`src/rtl/i2c24_pkg.sv`:
```
`timescale 1ns/1ps
package i2c24_pkg;
  localparam int BYTE_W = 8;

  typedef enum logic [2:0] {
    ST_IDLE,
    ST_RX,
    ST_ACK,
    ST_TX,
    ST_RACK,
    ST_IGNORE
  } st_e;
endpackage

```
`src/rtl/i2c24_sync.sv`:
```
`timescale 1ns/1ps
module i2c24_sync #(
  parameter int W      = 2,
  parameter int STAGES = 2
) (
  input  logic         clk,
  input  logic         rst_n,
  input  logic [W-1:0] d,
  output logic [W-1:0] q
);
  for (genvar i = 0; i < W; i++) begin : g_bit
    logic [STAGES-1:0] chain;
    always_ff @(posedge clk or negedge rst_n) begin
      if (!rst_n) chain <= '1;
      else        chain <= {chain[STAGES-2:0], d[i]};
    end
    assign q[i] = chain[STAGES-1];
  end
endmodule

```
`src/rtl/i2c24_cond.sv`:
```
`timescale 1ns/1ps
module i2c24_cond (
  input  logic clk,
  input  logic rst_n,
  input  logic scl_s,
  input  logic sda_s,
  output logic scl_rise,
  output logic scl_fall,
  output logic start_det,
  output logic stop_det
);
  logic scl_q, sda_q;

  always_ff @(posedge clk or negedge rst_n) begin
    if (!rst_n) begin
      scl_q <= 1'b1;
      sda_q <= 1'b1;
    end else begin
      scl_q <= scl_s;
      sda_q <= sda_s;
    end
  end

  // a line change is meaningful as a condition only with SCL high on both samples
  assign scl_rise  =  scl_s & ~scl_q;
  assign scl_fall  = ~scl_s &  scl_q;
  assign start_det =  scl_s &  scl_q &  sda_q & ~sda_s;
  assign stop_det  =  scl_s &  scl_q & ~sda_q &  sda_s;
endmodule

```
`src/rtl/i2c_reg24_slave.sv`:
```
`timescale 1ns/1ps
module i2c_reg24_slave
  import i2c24_pkg::*;
#(
  parameter logic [6:0] DEV_ADDR    = 7'h2C,
  parameter int         AW          = 24,
  parameter int         DW          = 24,
  parameter int         SYNC_STAGES = 2
) (
  input  logic          clk,
  input  logic          rst_n,
  input  logic          scl_i,
  input  logic          sda_i,
  output logic          sda_oe,
  output logic [AW-1:0] reg_addr,
  output logic [DW-1:0] reg_wdata,
  output logic          reg_wr,
  output logic          reg_rd,
  input  logic [DW-1:0] reg_rdata
);
  localparam int NAB      = AW / BYTE_W;
  localparam int NDB      = DW / BYTE_W;
  localparam int LAST_IDX = NAB + NDB;
  localparam int IDXW     = $clog2(LAST_IDX + 1);
  localparam int TCW      = $clog2(NDB + 1);

  logic scl_s, sda_s;
  logic scl_rise, scl_fall, start_det, stop_det;

  i2c24_sync #(.W(2), .STAGES(SYNC_STAGES)) u_sync (
    .clk   (clk),
    .rst_n (rst_n),
    .d     ({scl_i, sda_i}),
    .q     ({scl_s, sda_s})
  );

  i2c24_cond u_cond (
    .clk       (clk),
    .rst_n     (rst_n),
    .scl_s     (scl_s),
    .sda_s     (sda_s),
    .scl_rise  (scl_rise),
    .scl_fall  (scl_fall),
    .start_det (start_det),
    .stop_det  (stop_det)
  );

  st_e             state;
  logic [2:0]      bitcnt;
  logic            byte_full;
  logic            accept;
  logic [IDXW-1:0] byte_idx;
  logic [7:0]      rx_sh;
  logic [AW-1:0]   addr_r;
  logic [DW-1:0]   data_r;
  logic [DW-1:0]   tx_sh;
  logic [TCW-1:0]  tx_cnt;
  logic            rd_phase;
  logic            master_ack;
  logic            sda_oe_r, wr_r, rd_r;

  logic [7:0] rx_byte;
  logic       dev_hit, byte_hit;
  assign rx_byte  = {rx_sh[6:0], sda_s};
  assign dev_hit  = (rx_byte[7:1] == DEV_ADDR);
  assign byte_hit = (byte_idx == '0) ? dev_hit : 1'b1;

  always_ff @(posedge clk or negedge rst_n) begin
    if (!rst_n) begin
      state      <= ST_IDLE;
      bitcnt     <= '0;
      byte_full  <= 1'b0;
      accept     <= 1'b0;
      byte_idx   <= '0;
      rx_sh      <= '0;
      addr_r     <= '0;
      data_r     <= '0;
      tx_sh      <= '0;
      tx_cnt     <= '0;
      rd_phase   <= 1'b0;
      master_ack <= 1'b0;
      sda_oe_r   <= 1'b0;
      wr_r       <= 1'b0;
      rd_r       <= 1'b0;
    end else begin
      wr_r <= 1'b0;
      rd_r <= 1'b0;
      if (rd_r) tx_sh <= reg_rdata;

      if (start_det) begin
        state     <= ST_RX;
        bitcnt    <= '0;
        byte_full <= 1'b0;
        byte_idx  <= '0;
        rd_phase  <= 1'b0;
        sda_oe_r  <= 1'b0;
      end else if (stop_det) begin
        state     <= ST_IDLE;
        bitcnt    <= '0;
        byte_full <= 1'b0;
        sda_oe_r  <= 1'b0;
      end else begin
        unique case (state)
          ST_RX: begin
            if (scl_rise && !byte_full) begin
              rx_sh <= rx_byte;
              if (bitcnt == 3'd7) begin
                byte_full <= 1'b1;
                accept    <= byte_hit;
                if (byte_idx == '0) begin
                  if (dev_hit && rx_byte[0]) begin
                    rd_phase <= 1'b1;
                    rd_r     <= 1'b1;
                  end
                end else if (byte_idx <= IDXW'(NAB)) begin
                  addr_r <= {addr_r[AW-BYTE_W-1:0], rx_byte};
                end else begin
                  data_r <= {data_r[DW-BYTE_W-1:0], rx_byte};
                end
              end else begin
                bitcnt <= bitcnt + 3'd1;
              end
            end else if (scl_fall && byte_full) begin
              byte_full <= 1'b0;
              bitcnt    <= '0;
              if (accept) begin
                sda_oe_r <= 1'b1;
                state    <= ST_ACK;
              end else begin
                state <= ST_IGNORE;
              end
            end
          end

          ST_ACK: begin
            if (scl_fall) begin
              bitcnt <= '0;
              if (rd_phase) begin
                tx_cnt   <= '0;
                sda_oe_r <= ~tx_sh[DW-1];
                state    <= ST_TX;
              end else if (byte_idx == IDXW'(LAST_IDX)) begin
                wr_r     <= 1'b1;
                sda_oe_r <= 1'b0;
                state    <= ST_IGNORE;
              end else begin
                byte_idx <= byte_idx + 1'b1;
                sda_oe_r <= 1'b0;
                state    <= ST_RX;
              end
            end
          end

          ST_TX: begin
            if (scl_fall) begin
              tx_sh <= {tx_sh[DW-2:0], 1'b0};
              if (bitcnt == 3'd7) begin
                sda_oe_r <= 1'b0;
                state    <= ST_RACK;
              end else begin
                bitcnt   <= bitcnt + 3'd1;
                sda_oe_r <= ~tx_sh[DW-2];
              end
            end
          end

          ST_RACK: begin
            if (scl_rise) begin
              master_ack <= ~sda_s;
            end else if (scl_fall) begin
              if (master_ack && tx_cnt != TCW'(NDB - 1)) begin
                tx_cnt   <= tx_cnt + 1'b1;
                bitcnt   <= '0;
                sda_oe_r <= ~tx_sh[DW-1];
                state    <= ST_TX;
              end else begin
                state <= ST_IGNORE;
              end
            end
          end

          default: ;
        endcase
      end
    end
  end

  assign sda_oe    = sda_oe_r;
  assign reg_wr    = wr_r;
  assign reg_rd    = rd_r;
  assign reg_addr  = addr_r;
  assign reg_wdata = data_r;

  // write strobe is a single clock and follows an acknowledge phase
  a_r4_wr_single: assert property (@(posedge clk) disable iff (!rst_n)
    reg_wr |=> !reg_wr);
  a_r4_wr_after_ack: assert property (@(posedge clk) disable iff (!rst_n)
    reg_wr |-> $past(state) == ST_ACK);
  // read strobe is a single clock and comes out of byte reception
  a_r6_rd_single: assert property (@(posedge clk) disable iff (!rst_n)
    reg_rd |=> !reg_rd);
  a_r6_rd_from_rx: assert property (@(posedge clk) disable iff (!rst_n)
    reg_rd |-> $past(state) == ST_RX);
  // the data line drive only moves while the clock line is low
  a_r7_sda_scl_low: assert property (@(posedge clk) disable iff (!rst_n)
    (sda_oe != $past(sda_oe)) |-> !scl_s);
  // strobes never coincide
  a_r11_strobe_excl: assert property (@(posedge clk) disable iff (!rst_n)
    !(reg_wr && reg_rd));
endmodule

```
`config.mk`:
```
export PLATFORM = sky130hd
export DESIGN_NAME = i2c_reg24_slave
export DESIGN_NICKNAME = d
export VERILOG_FILES = /design/src/rtl/i2c24_pkg.sv /design/src/rtl/i2c24_sync.sv /design/src/rtl/i2c24_cond.sv /design/src/rtl/i2c_reg24_slave.sv
export SDC_FILE = /design/constraint.sdc
export NUM_CORES = 1
export LEC_CHECK = 0
export BUFFER_PORTS_ARGS = -buffer_cell sky130_fd_sc_hd__buf_2
export CAP_MARGIN = 5
export CORE_MARGIN = 1
export CORE_UTILIZATION = 40
export CTS_BUF_LIST = sky130_fd_sc_hd__clkbuf_2 sky130_fd_sc_hd__clkbuf_4 sky130_fd_sc_hd__clkbuf_8
export DETAILED_ROUTE_END_ITERATION = 6
export REMOVE_ABC_BUFFERS = 1
export SYNTH_ARGS = -nofsm -noshare
export SYNTH_HDL_FRONTEND = slang
export SYNTH_SLANG_ARGS = --single-unit
```
`constraint.sdc`:
```
create_clock -name clk -period 2.4 [get_ports clk]
set_clock_uncertainty 0.05 [all_clocks]
set_input_delay 0.12 -clock clk [delete_from_list [all_inputs] [get_ports clk]]
set_output_delay 0.12 -clock clk [all_outputs]
set_load 0.02 [all_outputs]
```
==> reports/metrics.yaml, run 1 <==
synthMuxAreaShare_pct: 21.2
ys_types: 51
slowest_delay_ns: 0.68
met3_usage_pct: 4.39
core_um2: 11400
place_hpwl_um: 6090
r2r_end: "reg_wdata[22]"
overflow: 0
worstPathMaxFanout: 12
cellPowerDensity_nw_per_um2: 596
drtAntennaViolNets: 0
grt_pass1_wl_um: 14200
synth-seq-cells: 103
path_cells: "nor2_1 -> nand3_4 -> or2_1 -> or4_4 -> mux2_4"
worst-setup-path-type: "register to register"
p_sw_share_pct: 23.0
met1_usage_pct: 20.8
yosysMostFrequentCell: "dfrtp_1"
start_kind: "register"
critical_path_buf_inv_count: 0
internal-power_mw: 2.59
portBuffers: 78
rr_startpoint: "u_cond.scl_q"
min_period_over_period_pct: 95.1
synthFlopType: "dfrtp_1"
fin_cells: 621
synth_area_leaders: "dfrtp_1 52%, mux2_2 8.9%, mux2_4 6.4%"
via_per_inst: 5.09
synth_top_area_share_pct: 52.1
grt_usage_pct: 15.4
wirelength_um: 9030
postLayoutCoreUtil_pct: 49.8
synthesis.area_um2: 4660
cts_tree: "done"
place_inst: 590
antenna_found_initial: 0
fin_ws_ns: 0.117
cts_buffer_depth: 2
hold_viol: 0
peakVddDrop_uv: 427
cp_slowest_cell: "or4_4"
dieArea_um2: 12100
pwr-share-comb_pct: 6.5
final_nets: 507
grtUsageMet2_pct: 23.8
synthSimpleGateAreaFrac_pct: 9.96
seq_power_share_pct: 54.3
vias: 3159
dp_slack_ns: 0.0820
ys.warnings.count: 0
min_to: "tx_sh[17]"
status: "completed"
synthArstFlopShare_pct: 100
globalplace.congestion: 0.916
drive_gt1_share_pct: 37.4
critPathArrivalTime_ns: 2.49
wl_per_cell_um: 14.5
clock-sinks: 103
pwr-share-clk_pct: 39.2
first_pass_iters: 4
startpoint: "u_cond.scl_q"
slew_violations: 0
synth_top_family_by_area: "multiplexers"
hold_start: "reg_rdata[17]"
r2r_slack_ns: 0.12
drv_cap: 0
synth_edf_count: 0
numCtsBuffers: 9
synth-xor-area-share_pct: 0.376
period_needed_ns: 2.28
ios: 79
reg2reg_depth: 5
die_h_um: 110
syn_inst: 377
area_growth_pct: 21.4
yosys.area.top_type: "dfrtp_1"
clock.fmax_ghz: 0.438
cts_setup_buffers: 0
first_global_vias: 3007
rsz0062_at_grt: "false"
finalSetupViolations: 0
initial_core_util_pct: 41.0
busiest_layer: "met2"
drc: 0
root_buffer: "clkbuf_8"
die_w_um: 110
p_leak_nw: 2.72
clk_pin_slew_ns: 0.10
synth-compound-area-share_pct: 8.64
drt_iter0_markers: 245
yosys-top-cells-count: "97 x dfrtp_1, 39 x nor2_1, 37 x mux2_2, 35 x a21oi_1, 27 x mux2i_1"
cp_data_required_time_ns: 2.60
p_sw_mw: 0.776
syn_avg_cell_area_um2: 12.4
n_antenna_cell: 0
worstSkewPairLatency_ns: 0.36
cp_top_family: "simple AND/OR/NAND/NOR gates"
synth_adder_area_share_pct: 1.61
worst_pin_slew_ns: 0.597
cts.htree.levels: 3
whs_path_depth: 3
placed_cell_area_um2: 5260
grt_max_degree: 47
hp-class: "input port to register"
cp-end-kind: "register"
synth_seq_area_share_pct: 55.5
num_rows: 39
slew_headroom_pct: 60.2
p_total_mw: 3.37
final_area_um2: 5660
-- per-layer routing --
metal / share of wire, % / vias up
met2: 46 / 73
met5: 0 / -
met4: 1.2 / 0
li1: - / 1532
met3: 5.3 / 9
met1: 48 / 1545
-- repair_timing --
action                     4_1_cts  5_1_grt
setup endpoints to repair        0       22
resized for setup                0        1
hold endpoints to repair        56        0
hold buffers                    14        0
-- cell type report --
type	count	area, µm²
clock inverters	7	128
inverters	6	22.5
multi-input cells	248	1960
well taps	143	179
fillers	1019	5710
repair buffers	105	656
flip-flops and latches	103	2580
clock buffers	9	124
-- kinds of logic after synthesis --
family,count (synthesis)
mux,84
compound gates,66
buf+inv,27
xor+xnor,2
simple gates,89
fa+ha+maj,6
flops,103
-- layout by cell type, fill, tap and decap left out, types with 7 or more instances in the layout --
| master | Yosys | routed |
|---|---|---|
| a21oi_1 | 35 | 35 |
| buf_2 | 4 | 77 |
| buf_4 | 0 | 12 |
| clkbuf_8 | 0 | 9 |
| dfrtp_1 | 97 | 97 |
| dlygate4sd3_1 | 0 | 14 |
| mux2_2 | 37 | 37 |
| mux2_4 | 20 | 20 |
| mux2i_1 | 27 | 27 |
| nand2_1 | 14 | 14 |
| nand2b_1 | 9 | 9 |
| nor2_1 | 39 | 39 |
| o21ai_0 | 7 | 7 |
-- how the worst max path moves through the flow --
stage                          to  cells after the start
floorplan             reg_addr[0]                      5
global placement    reg_wdata[20]                      5
detailed placement  reg_wdata[23]                      5
CTS                 reg_wdata[13]                      5
global route        reg_wdata[14]                      5
finish              reg_wdata[22]                      5
-- per-stage QoR --
step / hold slack [ns] / TNS, ns
after detailed placement: 0.126 / 0
after global routing: 0.0102 / 0
after floorplan: -0.226 / -12.78
after CTS: 0.000665 / 0
after global placement: 0.113 / 0
final: 0.00937 / 0
-- worst min-delay path, stage by stage --
cell	delay [ns]
buf_2	0.07
mux2i_1	0.05
a21oi_1	0.14
-- state kept, by name (all words and copies together) (netlist names), 2 cells and up --
name / count
rx_sh: 7
u_sync.g_bit.chain: 4
tx_cnt: 2
byte_idx: 3
reg_addr: 24
reg_wdata: 24
tx_sh: 24
state: 3
bitcnt: 3
-- power groups by stage --
| stage | clock network, mW | logic, mW | registers [mW] |
|---|---|---|---|
| floorplan | 0 | 0.0982 | 1.86 |
| global placement | 0 | 0.199 | 1.86 |
| detailed placement | 0 | 0.204 | 1.87 |
| CTS | 1.36 | 0.222 | 1.83 |
| global route | 1.44 | 0.246 | 1.84 |
| finish | 1.32 | 0.218 | 1.83 |
(Power assumes the default switching activity.)
==> inputs of run 2 (changes only) <==
--- a/config.mk
+++ b/config.mk
@@ -11,6 +11,7 @@
 export CORE_UTILIZATION = 40
 export CTS_BUF_LIST = sky130_fd_sc_hd__clkbuf_2 sky130_fd_sc_hd__clkbuf_4 sky130_fd_sc_hd__clkbuf_8
 export DETAILED_ROUTE_END_ITERATION = 6
+export MAX_ROUTING_LAYER = met4
 export REMOVE_ABC_BUFFERS = 1
 export SYNTH_ARGS = -nofsm -noshare
 export SYNTH_HDL_FRONTEND = slang
==> reports/metrics.yaml, run 2 (synthesis gave the netlist of run 1 again) <==
num_rows: 39  # unchanged
p_leak_nw: 2.70  # -0.46%
mostFrequentLayoutCells: "97 x dfrtp_1, 77 x buf_2, 39 x nor2_1"
p_total_mw: 3.15  # -6.4%
cts.htree.levels: 3  # unchanged
critical_path_buf_inv_count: 0  # unchanged
wirelength_um: 9310  # +3.2%
period_needed_ns: 2.27  # -0.00819 ns
whs_path_depth: 3  # unchanged
cts_tree: "done"
grt_usage_pct: 16.4  # +1.0 points
n_antenna_cell: 0  # unchanged
first_global_vias: 3111  # +3.5%
cts_setup_buffers: 0  # unchanged
worstPathMaxFanout: 12  # unchanged
drv_cap: 0  # unchanged
portBuffers: 78  # unchanged
cp-end-kind: "register"
core_um2: 11400  # unchanged
root_buffer: "clkbuf_8"
postLayoutCoreUtil_pct: 49.8  # about the same
hp-class: "input port to register"
grt_max_degree: 64  # +36%
cts_buffer_depth: 2  # unchanged
clock-sinks: 103  # unchanged
die_w_um: 110  # unchanged
min_period_over_period_pct: 94.8  # -0.34 points
rsz0062_at_grt: "false"
start_kind: "register"
worst-setup-path-type: "register to register"
fin_setup_tns_ns: 0  # unchanged
hold_slack_ns: 0.0173  # +0.00798 ns
wl_per_cell_um: 14.9  # +2.4%
reg2reg_depth: 5  # unchanged
clk_pin_slew_ns: 0.10  # about the same
critPathArrivalTime_ns: 2.48  # about the same
drive_gt1_share_pct: 37.1  # -0.39 points
cp_top_family: "simple AND/OR/NAND/NOR gates"
hold_viol: 0  # unchanged
peakVddDrop_uv: 349  # -18%
vias: 3169  # +0.32%
finalSetupViolations: 0  # unchanged
place_hpwl_um: 6240  # +2.5%
die_h_um: 110  # unchanged
cellPowerDensity_nw_per_um2: 557  # -6.4%
drtAntennaViolNets: 0  # unchanged
via_per_inst: 5.06  # -0.48%
worstSkewPairLatency_ns: 0.37  # about the same
slew_violations: 0  # unchanged
globalplace.congestion: 0.843  # -8.0%
final_nets: 512  # +0.99%
path_depth: 5  # unchanged
antenna_found_initial: 0  # unchanged
drc: 0  # unchanged
layout_commonest_cell: "dfrtp_1"
initial_core_util_pct: 41.0  # unchanged
numCtsBuffers: 9  # unchanged
overflow: 0  # unchanged
grt_pass1_wl_um: 14700  # +3.5%
cp_data_required_time_ns: 2.60  # about the same
status: "completed"
cp_slowest_cell: "or4_4"
ios: 79  # unchanged
first_pass_iters: 4  # unchanged
drt_iter0_markers: 238  # -2.9%
area_growth_pct: 21.4  # about the same
slew_headroom_pct: 61.7  # +1.5 points
worst_pin_slew_ns: 0.573  # -0.0236 ns
slowest_delay_ns: 0.68  # about the same
dieArea_um2: 12100  # unchanged
path_cells: "nor3b_4 -> nand3_4 -> or2_1 -> or4_4 -> mux2_4"
clock.fmax_ghz: 0.440  # +0.36%
## run 2: layout make-up
cell class              count  area [µm²]
well taps                 143         179
repair buffers            110         706
inverters                   6        22.5
clock buffers               9         124
multi-input cells         248        1960
fillers                  1016        5710
flip-flops and latches    103        2580
clock inverters             7        78.8
## run 2: layer usage
layer	share of wire [%]	vias to the layer above	track usage, %
met2	47	77	25.5
li1	-	1534	-
met4	1.6	0	5.62
met3	4.0	11	4.09
met1	47	1547	20.9
met5	0	-	-
## run 2: repair_timing
item / 4_1_cts / 5_1_grt
hold endpoints to repair: 58 / 0
hold buffers: 19 / 0
gates resized for setup: 0 / 1
setup endpoints to repair: 0 / 16
## run 2: report_power, final
| group | leakage, nW | total (mW) | switching [mW] | internal (mW) |
|---|---|---|---|---|
| logic | 1.32 | 0.229 | 0.117 | 0.112 |
| clock network | 0.0925 | 1.10 | 0.610 | 0.491 |
| registers | 1.29 | 1.83 | 0.0457 | 1.78 |
| total | 2.70 | 3.15 | 0.772 | 2.38 |
## run 2: worst min-delay path: stages
cell     delay [ns]
buf_2          0.08
mux2i_1        0.06
a21oi_1        0.14
## run 2: final timing paths
kind                                               start                        to  slack, ns
worst max-delay path                            state[1]             reg_wdata[19]       0.13
max in group asynchronous                          rst_n  u_sync.g_bit[1].chain[0]       1.32
worst max register to register                  state[1]             reg_wdata[19]       0.13
worst min register to register  u_sync.g_bit[0].chain[0]  u_sync.g_bit[0].chain[1]       0.31
min in group asynchronous                          rst_n                  tx_sh[9]       0.21
worst min-delay path                       reg_rdata[10]                 tx_sh[10]       0.02
## run 2: per-stage QoR
step	area (µm²)	std cells	worst slack, ns
after floorplan	4550	356	-0.456
after global placement	5260	590	0.151
after detailed placement	5260	590	0.0910
after CTS	5650	625	0.0574
after global routing	5660	626	0.0421
final	5660	626	0.125
==> inputs of run 3 (changes only) <==
--- a/config.mk
+++ b/config.mk
@@ -8,10 +8,11 @@
 export BUFFER_PORTS_ARGS = -buffer_cell sky130_fd_sc_hd__buf_2
 export CAP_MARGIN = 5
 export CORE_MARGIN = 1
-export CORE_UTILIZATION = 40
+export CORE_UTILIZATION = 52
 export CTS_BUF_LIST = sky130_fd_sc_hd__clkbuf_2 sky130_fd_sc_hd__clkbuf_4 sky130_fd_sc_hd__clkbuf_8
 export DETAILED_ROUTE_END_ITERATION = 6
 export MAX_ROUTING_LAYER = met4
+export PLACE_DENSITY = 0.78
 export REMOVE_ABC_BUFFERS = 1
 export SYNTH_ARGS = -nofsm -noshare
 export SYNTH_HDL_FRONTEND = slang
==> reports/metrics.yaml, run 3 (synthesis gave the netlist of run 1 again) <==
root_buffer: "clkbuf_8"
cts_buffer_depth: 2  # unchanged
grt_max_degree: 47  # -27%
cellPowerDensity_nw_per_um2: 585  # +5.0%
critical_path_buf_inv_count: 0  # unchanged
grt_pass1_wl_um: 14900  # +1.4%
layout_commonest_cell: "dfrtp_1"
reg2reg_depth: 5  # unchanged
cp-end-kind: "register"
first_global_vias: 3033  # -2.5%
n_antenna_cell: 0  # unchanged
path_depth: 5  # unchanged
portBuffers: 78  # unchanged
overflow: 0  # unchanged
dp_slack_ns: 0.113  # +0.0217 ns
rsz0062_at_grt: "false"
drtAntennaViolNets: 0  # unchanged
slew_violations: 0  # unchanged
critPathArrivalTime_ns: 2.51  # +0.03 ns
clock.fmax_ghz: 0.433  # -1.4%
area_growth_pct: 18.2
core_um2: 8680  # -24%
cts_tree: "done"
p_leak_nw: 2.67  # -1.2%
grt_usage_pct: 20.3  # +3.9 points
period_needed_ns: 2.31  # +0.0327 ns
ios: 79  # unchanged
finalSetupViolations: 0  # unchanged
cp_top_family: "simple AND/OR/NAND/NOR gates"
wl_per_cell_um: 15.2  # +2.0%
worstSkewPairLatency_ns: 0.36  # about the same
vias: 3152  # -0.54%
die_w_um: 96.7  # -12%
cp_slowest_cell: "or4_4"
num_rows: 34  # -13%
placed_cell_area_um2: 5210  # -0.83%
path_cells: "ha_2 -> nand2_1 -> or2_1 -> or4_4 -> mux2_4"
min_period_over_period_pct: 96.2  # +1.4 points
die_h_um: 96.7  # -12%
initial_core_util_pct: 53.7  # +13 points
place_hpwl_um: 6170  # -1.1%
p_total_mw: 3.23  # +2.2%
via_per_inst: 5.45  # +7.7%
hp-class: "input port to register"
final_area_um2: 5510  # -2.6%
mostFrequentLayoutCells: "97 x dfrtp_1, 77 x buf_2, 39 x nor2_1"
dieArea_um2: 9350  # -23%
drc: 0  # unchanged
worst_pin_slew_ns: 0.511  # -0.0627 ns
final_nets: 499  # -2.5%
clock-sinks: 103  # unchanged
status: "completed"
first_pass_iters: 4  # unchanged
worstPathMaxFanout: 24  # +12
cp_data_required_time_ns: 2.61  # about the same
peakVddDrop_uv: 362  # +3.5%
globalplace.congestion: 0.938  # +11%
whs_path_depth: 3  # unchanged
cts_setup_buffers: 0  # unchanged
antenna_found_initial: 0  # unchanged
drive_gt1_share_pct: 38.1  # +1.0 points
clk_pin_slew_ns: 0.11  # about the same
worst-setup-path-type: "register to register"
drt_iter0_markers: 143  # -40%
slowest_delay_ns: 0.74  # +0.06 ns
drv_cap: 0  # unchanged
hold_viol: 0  # unchanged
slew_headroom_pct: 66.0  # +4.3 points
numCtsBuffers: 9  # unchanged
wirelength_um: 8780  # -5.8%
start_kind: "register"
cts.htree.levels: 3  # unchanged
fin_ws_ns: 0.0923  # -0.0327 ns
[run 3: per-layer routing]
metal | GRT usage (%) | up-vias | share of wire [%]
li1 | - | 1516 | -
met1 | 29.4 | 1542 | 48
met2 | 29.6 | 84 | 47
met3 | 3.40 | 10 | 3.6
met4 | 6.08 | 0 | 0.98
met5 | - | - | 0
[run 3: tightest hold or removal path: stages]
cell and delay (ns):
buf_2 0.07, mux2i_1 0.05, a21oi_1 0.13
[run 3: where the power goes]
part | leakage, nW | internal, mW | switching (mW)
Sequential | 1.29 | 1.78 | 0.0522
Combinational | 1.26 | 0.101 | 0.114
Clock | 0.113 | 0.520 | 0.658
Total | 2.67 | 2.40 | 0.825
[run 3: layout make-up]
type / instances / area, µm²
clock buffers: 9 / 124
clock inverters: 7 / 103
fillers: 699 / 3170
inverters: 6 / 22.5
multi-input cells: 247 / 1960
flip-flops and latches: 103 / 2580
well taps: 108 / 135
repair buffers: 98 / 586
[run 3: per-stage QoR]
stage	std cells	setup TNS [ns]	hold WS (ns)	utilization, %
global placement	555	0	0.0754	60.0
finish	578	0	0.0132	63.5
floorplan	356	-12.78	-0.226	-
CTS	578	0	0.00301	63.5
detailed placement	555	0	0.0750	60.0
global route	578	0	0.0177	63.5
[run 3: worst paths after layout]
path,from,slack [ns],endpoint
setup / recovery,bitcnt[0],0.09,reg_wdata[16]
hold / removal,reg_rdata[15],0.01,tx_sh[15]
setup reg to reg,bitcnt[0],0.09,reg_wdata[16]
hold reg to reg,u_sync.g_bit[1].chain[0],0.31,u_sync.g_bit[1].chain[1]
max in group asynchronous,rst_n,1.36,u_sync.g_bit[1].chain[0]
min in group asynchronous,rst_n,0.21,tx_sh[8]
[run 3: timing repair]
action,CTS,global route
hold endpoints to repair,43,0
resized for setup,0,1
hold buffers,7,0
setup endpoints to repair,0,8
